## src/rtl/tsm_pkg.sv

```systemverilog
package tsm_pkg;

    // Width of the per-cycle count. The count holds up to bw partial products
    // plus one arriving carry from each of the (c-1) delay lines, so 2^c >= bw + c.
    function automatic int count_width(input int bw);
        int c;
        c = 1;
        for (int i = 1; i < 32; i++) begin
            if ((1 << c) < bw + c) c = c + 1;
        end
        return c;
    endfunction

    typedef enum logic {
        PH_IDLE = 1'b0,
        PH_RUN  = 1'b1
    } run_state_e;

    typedef struct packed {
        logic data;
        logic valid;
        logic last;
    } ser_out_s;

endpackage

```

## src/rtl/tsm_ctrl.sv

```systemverilog
module tsm_ctrl #(
    parameter int A_W = 32,
    parameter int B_W = 4
) (
    input  logic clk,
    input  logic rst,
    input  logic start,
    output logic run,
    output logic take,
    output logic load,
    output logic final_cyc
);
    import tsm_pkg::*;

    localparam int N  = A_W + B_W;
    localparam int PW = $clog2(N + 1);

    run_state_e     state;
    logic [PW-1:0]  phase;

    assign run       = (state == PH_RUN);
    assign load      = start && (state == PH_IDLE);
    assign take      = run && (phase < PW'(A_W));
    assign final_cyc = run && (phase == PW'(N - 1));

    always_ff @(posedge clk) begin
        if (rst) begin
            state <= PH_IDLE;
            phase <= '0;
        end else if (load) begin
            state <= PH_RUN;
            phase <= '0;
        end else if (run) begin
            if (final_cyc) begin
                state <= PH_IDLE;
                phase <= '0;
            end else begin
                phase <= phase + 1'b1;
            end
        end
    end

    AST_PHASE_BOUND: assert property (@(posedge clk) disable iff (rst)
        run |-> (phase < PW'(N)));

    AST_RUN_ENDS: assert property (@(posedge clk) disable iff (rst)
        final_cyc |=> !run);

endmodule

```

## src/rtl/tsm_pp_stage.sv

```systemverilog
module tsm_pp_stage #(
    parameter int B_W = 4,
    parameter int CW  = 3
) (
    input  logic           clk,
    input  logic           rst,
    input  logic           clear,
    input  logic           a_in,
    input  logic [B_W-1:0] b_vec,
    output logic [CW-1:0]  pp_cnt
);
    localparam int DW = (B_W > 1) ? B_W - 1 : 1;

    logic [DW-1:0]  a_dl;
    logic [B_W-1:0] taps;

    assign taps[0] = a_in;

    generate
        if (B_W > 1) begin : g_dl
            always_ff @(posedge clk) begin
                if (rst || clear) a_dl <= '0;
                else if (DW == 1) a_dl <= DW'(a_in);
                else              a_dl <= {a_dl[DW-2:0], a_in};
            end
            for (genvar j = 1; j < B_W; j++) begin : g_tap
                assign taps[j] = a_dl[j-1];
            end
        end else begin : g_nodl
            always_ff @(posedge clk) a_dl <= '0;
        end
    endgenerate

    always_comb begin
        pp_cnt = '0;
        for (int j = 0; j < B_W; j++) begin
            pp_cnt = pp_cnt + CW'(taps[j] & b_vec[j]);
        end
    end

endmodule

```

## src/rtl/tsm_carry_loop.sv

```systemverilog
module tsm_carry_loop #(
    parameter int CW = 3
) (
    input  logic          clk,
    input  logic          rst,
    input  logic          clear,
    input  logic [CW-1:0] pp_cnt,
    output logic          out_bit,
    output logic          loop_idle
);
    localparam int WW = CW + 1;

    logic [CW-1:0] arrive;
    logic [WW-1:0] wide_sum;
    logic [CW-1:0] level;

    assign arrive[0] = 1'b0;

    generate
        for (genvar k = 1; k < CW; k++) begin : g_cl
            logic [k-1:0] dl;
            always_ff @(posedge clk) begin
                if (rst || clear) dl <= '0;
                else if (k == 1)  dl <= k'(level[k]);
                else              dl <= {dl[(k>1 ? k-2 : 0):0], level[k]};
            end
            assign arrive[k] = dl[k-1];
        end
    endgenerate

    always_comb begin
        wide_sum = WW'(pp_cnt);
        for (int k = 1; k < CW; k++) begin
            wide_sum = wide_sum + WW'(arrive[k]);
        end
    end

    assign level     = wide_sum[CW-1:0];
    assign out_bit   = level[0];
    assign loop_idle = (arrive == '0) && (wide_sum == '0);

    AST_NO_OVERFLOW: assert property (@(posedge clk) disable iff (rst)
        wide_sum[CW] == 1'b0);

endmodule

```

## src/rtl/tsm_serial_mult.sv

```systemverilog
module tsm_serial_mult #(
    parameter int A_W = 32,
    parameter int B_W = 4
) (
    input  logic           clk,
    input  logic           rst,
    input  logic           start,
    input  logic [B_W-1:0] b_in,
    input  logic           a_bit,
    output logic           a_take,
    output logic           busy,
    output logic           p_bit,
    output logic           p_valid,
    output logic           p_last
);
    import tsm_pkg::*;

    localparam int CW = count_width(B_W);

    logic           run, take, load, final_cyc;
    logic [B_W-1:0] b_reg;
    logic           a_in;
    logic [CW-1:0]  pp_cnt;
    logic           sum_bit, loop_idle;
    ser_out_s       out_q;

    tsm_ctrl #(.A_W(A_W), .B_W(B_W)) u_ctrl (
        .clk(clk), .rst(rst), .start(start),
        .run(run), .take(take), .load(load), .final_cyc(final_cyc)
    );

    always_ff @(posedge clk) begin
        if (rst)       b_reg <= '0;
        else if (load) b_reg <= b_in;
    end

    assign a_in = take & a_bit;

    tsm_pp_stage #(.B_W(B_W), .CW(CW)) u_pp (
        .clk(clk), .rst(rst), .clear(load), .a_in(a_in),
        .b_vec(b_reg), .pp_cnt(pp_cnt)
    );

    tsm_carry_loop #(.CW(CW)) u_loop (
        .clk(clk), .rst(rst), .clear(load), .pp_cnt(pp_cnt),
        .out_bit(sum_bit), .loop_idle(loop_idle)
    );

    always_ff @(posedge clk) begin
        if (rst) begin
            out_q <= '0;
        end else begin
            out_q.data  <= run & sum_bit;
            out_q.valid <= run;
            out_q.last  <= final_cyc;
        end
    end

    assign a_take  = take;
    assign busy    = run;
    assign p_bit   = out_q.data;
    assign p_valid = out_q.valid;
    assign p_last  = out_q.last;

    AST_TAKE_IN_RUN: assert property (@(posedge clk) disable iff (rst)
        a_take |-> busy);

    AST_LAST_VALID: assert property (@(posedge clk) disable iff (rst)
        p_last |-> p_valid);

    AST_BUSY_START: assert property (@(posedge clk) disable iff (rst)
        (busy && start) |=> $stable(b_reg));

    AST_DRAINED: assert property (@(posedge clk) disable iff (rst)
        p_last |-> loop_idle);

    AST_BIT_QUIET: assert property (@(posedge clk) disable iff (rst)
        !p_valid |-> !p_bit);

endmodule

```

## config.mk

```make
export PLATFORM = sky130hd
export DESIGN_NAME = tsm_serial_mult
export DESIGN_NICKNAME = d
export VERILOG_FILES = /design/src/rtl/tsm_pkg.sv /design/src/rtl/tsm_ctrl.sv /design/src/rtl/tsm_pp_stage.sv /design/src/rtl/tsm_carry_loop.sv /design/src/rtl/tsm_serial_mult.sv
export SDC_FILE = /design/constraint.sdc
export NUM_CORES = 1
export LEC_CHECK = 0
export BUFFER_PORTS_ARGS = -buffer_cell sky130_fd_sc_hd__clkbuf_2
export CAP_MARGIN = 20
export CORE_AREA = 2 2 47 49
export DETAILED_ROUTE_END_ITERATION = 7
export DIE_AREA = 0 0 49 51
export SYNTH_ARGS = -nofsm -noshare
export SYNTH_HDL_FRONTEND = slang
export SYNTH_SLANG_ARGS = --single-unit
```

## constraint.sdc

```tcl
create_clock -name clk -period 2.8 [get_ports clk]
set_input_delay 0.7 -clock clk [delete_from_list [all_inputs] [get_ports clk]]
set_output_delay 0.7 -clock clk [all_outputs]
set_load 0.02 [all_outputs]
```

==> impl_metrics.toml <==
[timing]
slew_headroom = 0.634
min_period_ps = 2430
rsz0062_at_grt = "no"
skew_ps = 0.478
finalSetupTns_ps = 0
fmax_mhz = 412
slew_violations = 0
setup_violations = 0
timing.hold.ws_ps = 448
final.period_utilization = 0.866
hold_viol = 0
worstMarginPinSlew_ps = 548

[die]
design.portCount = 13
die_x_um = 49
die_h_um = 51
design.core.area_mm2 = 0.00206
start_util = 0.411
rows = 17
dieArea_mm2 = 0.00250

[cts]
clock_sinks = 20
cts_root_buf = "clkbuf_4"
cts-resized-gates = 0
clk_path_buf_depth = 2
hold_buffers = 0
clk_pin_slew_ps = 110
clkLatencyLatePin_ps = 290
postCtsSetupBuffers = 0
tritoncts = "built"
cts_buffers = 3
h-tree-depth = 1

[placement]
io_buffers = 12
gp_congestion = 0.705
dp.cells = 118
dp_hpwl_um = 1050

[logic_synthesis]
ys_ff_latch = 20
yosys_warnings = 0
syn-instance-count = 80
synth_area_um2 = 847
ys_types = 25
synth_nets = 93
ys_seq_area_frac = 0.473
avgSynthCellArea_um2 = 10.6

[drt]
routed_wl_um = 1330
first_pass_iters = 4
wl_per_cell_um = 10.9
routed_via_density = 4.64
drt_iter0_drc = 7
detail-route-antenna-nets = 0
drc_errors = 0
vias = 566

[worst_setup_path]
crit_fanout = 1
startpoint_type = "register"
worstPathRequired_ps = 3000
criticalPathCategory = "register to register"
worstSetupEndpointType = "register"
cp.arrival_ps = 2620
crit_chain = "and2_1, fa_1, inv_1, fa_1, inv_1, ha_1, fa_1, and2_1"
cp_common_cell = "fa_1"
r2r_start = "u_pp.a_dl[2]"
cpPeakStageDelay_ps = 530
crit_family = "adder cells"
r2r_end = "u_loop.g_cl[1].dl"
worst_r2r_path_depth = 8
crit_slowest_cell = "fa_1"
r2r_setup_slack_ps = 370
cp.buffers_inverters = 2

[global_route]
grt_pass1_vias = 507
grt_first_pass_wirelength_um = 2240
grt_overflow = 0
grt_max_degree = 13
grtUsageTotal = 0.124
antenna_found_initial = 0

[finish]
area.growth.synth_to_final_pct = 13.7
seqCellArea_um2 = 400
multiInputGateArea_um2 = 413
layout_common_cells = "dfxtp_1 (20), clkbuf_2 (12), and2_1 (9)"
n_fill_cell = 212
largest_reg_flops = 6
final_common_cell = "dfxtp_1"
layoutNonFillerInstCount = 122
antenna_cells = 0
final_layout_size_suffix_gt1_frac = 0.202
final_nets = 108

[power]
ir_worst_vdd_mv = 0.306
leakage_uw = 0.000444
switching_share = 0.222
comb_power_share = 0.069
clkPwrFrac = 0.330
cellInternalPower_uw = 386
p_per_area_mw_per_mm2 = 515
p_sw_uw = 110
seqPwrFrac = 0.602

[min_path]
min_path_cells = 1
min_to = "u_loop.g_cl[2].dl[1]"
hold_start = "u_loop.g_cl[2].dl[0]"
hold_class = "register to register"

[job]
max_cap_viol_count = 0

[status]
status = "completed"
-- stage by stage --
step                setup WS, ps  instance area [µm²]  total power, µW  utilization
floorplan                    455                  847              328            -
global placement             435                  927              339        0.449
detailed placement           366                  927              340        0.449
CTS                          353                  963              503        0.467
global route                 255                  963              521        0.467
finish                       375                  963              496        0.467
-- worst register-to-register path: stages, from the launching register on --
cell and delay (ps):
dfxtp_1 310, and2_1 160, fa_1 530, inv_1 50
fa_1 470, inv_1 40, ha_1 190, fa_1 420
and2_1 150
-- cells in the mapped netlist --
cell type	instances	area, µm²
and2b_1	1	7.51
clkbuf_1	1	3.75
nand2_1	2	7.51
mux2i_1	5	50.1
dfxtp_1	20	400
nand4_4	1	21.3
o21a_1	1	7.51
inv_1	5	18.8
fa_1	3	60.1
and2_1	9	56.3
a211oi_2	1	12.5
ha_1	2	25.0
nor2_1	8	30.0
xor2_1	3	26.3
nor4b_2	1	15.0
or2_1	1	6.26
or3_1	1	6.26
o21ai_0	1	5.00
nand2b_1	1	6.26
nor2b_1	3	18.8
a21oi_1	1	5.00
and3_1	4	25.0
buf_6	1	11.3
nor3_1	3	15.0
nand4_1	1	6.26
-- how the worst max path moves through the flow --
stage | from | endpoint | slack [ps] | cells past startpoint
floorplan | u_pp.a_dl[2] | u_loop.g_cl[1].dl | 460 | 8
global placement | u_pp.a_dl[2] | u_loop.g_cl[1].dl | 430 | 8
detailed placement | u_pp.a_dl[2] | u_loop.g_cl[1].dl | 370 | 8
CTS | u_pp.a_dl[2] | u_loop.g_cl[1].dl | 350 | 8
global route | u_pp.a_dl[2] | u_loop.g_cl[1].dl | 250 | 8
finish | u_pp.a_dl[2] | u_loop.g_cl[1].dl | 370 | 8
-- logic make-up after synthesis --
| kind of cell | after synthesis | share of synthesized area |
|---|---|---|
| compound gates | 4 | 0.0354 |
| flops | 20 | 0.473 |
| xor+xnor | 3 | 0.0310 |
| mux | 5 | 0.0591 |
| simple gates | 36 | 0.261 |
| fa+ha+maj | 5 | 0.100 |
| buf+inv | 7 | 0.0399 |
-- per-layer routing --
metal,vias to the layer above,global-route usage,wire length (µm),part of all wire
met5,-,0,0,0
li1,288,-,-,-
met1,266,0.154,663,0.50
met3,2,0.0351,41,0.031
met4,0,0.0857,17,0.013
met2,10,0.185,603,0.45
-- area by class of cell --
cell class              instances  share of cell area
clock buffers                   4              0.0377
inverters                       5              0.0195
multi-input cells              53               0.429
flip-flops and latches         20               0.416
well taps                      28              0.0364
repair buffers                 12              0.0623
-- power by group through the flow --
stage	Combinational (µW)	Clock [µW]	Sequential [µW]
after floorplan	23.9	0	304
after global placement	34.0	0	305
after detailed placement	34.7	0	305
after CTS	34.7	169	299
after global routing	38.6	183	300
final	34.1	164	299
Note: power is estimated with default switching activity, not from simulation.
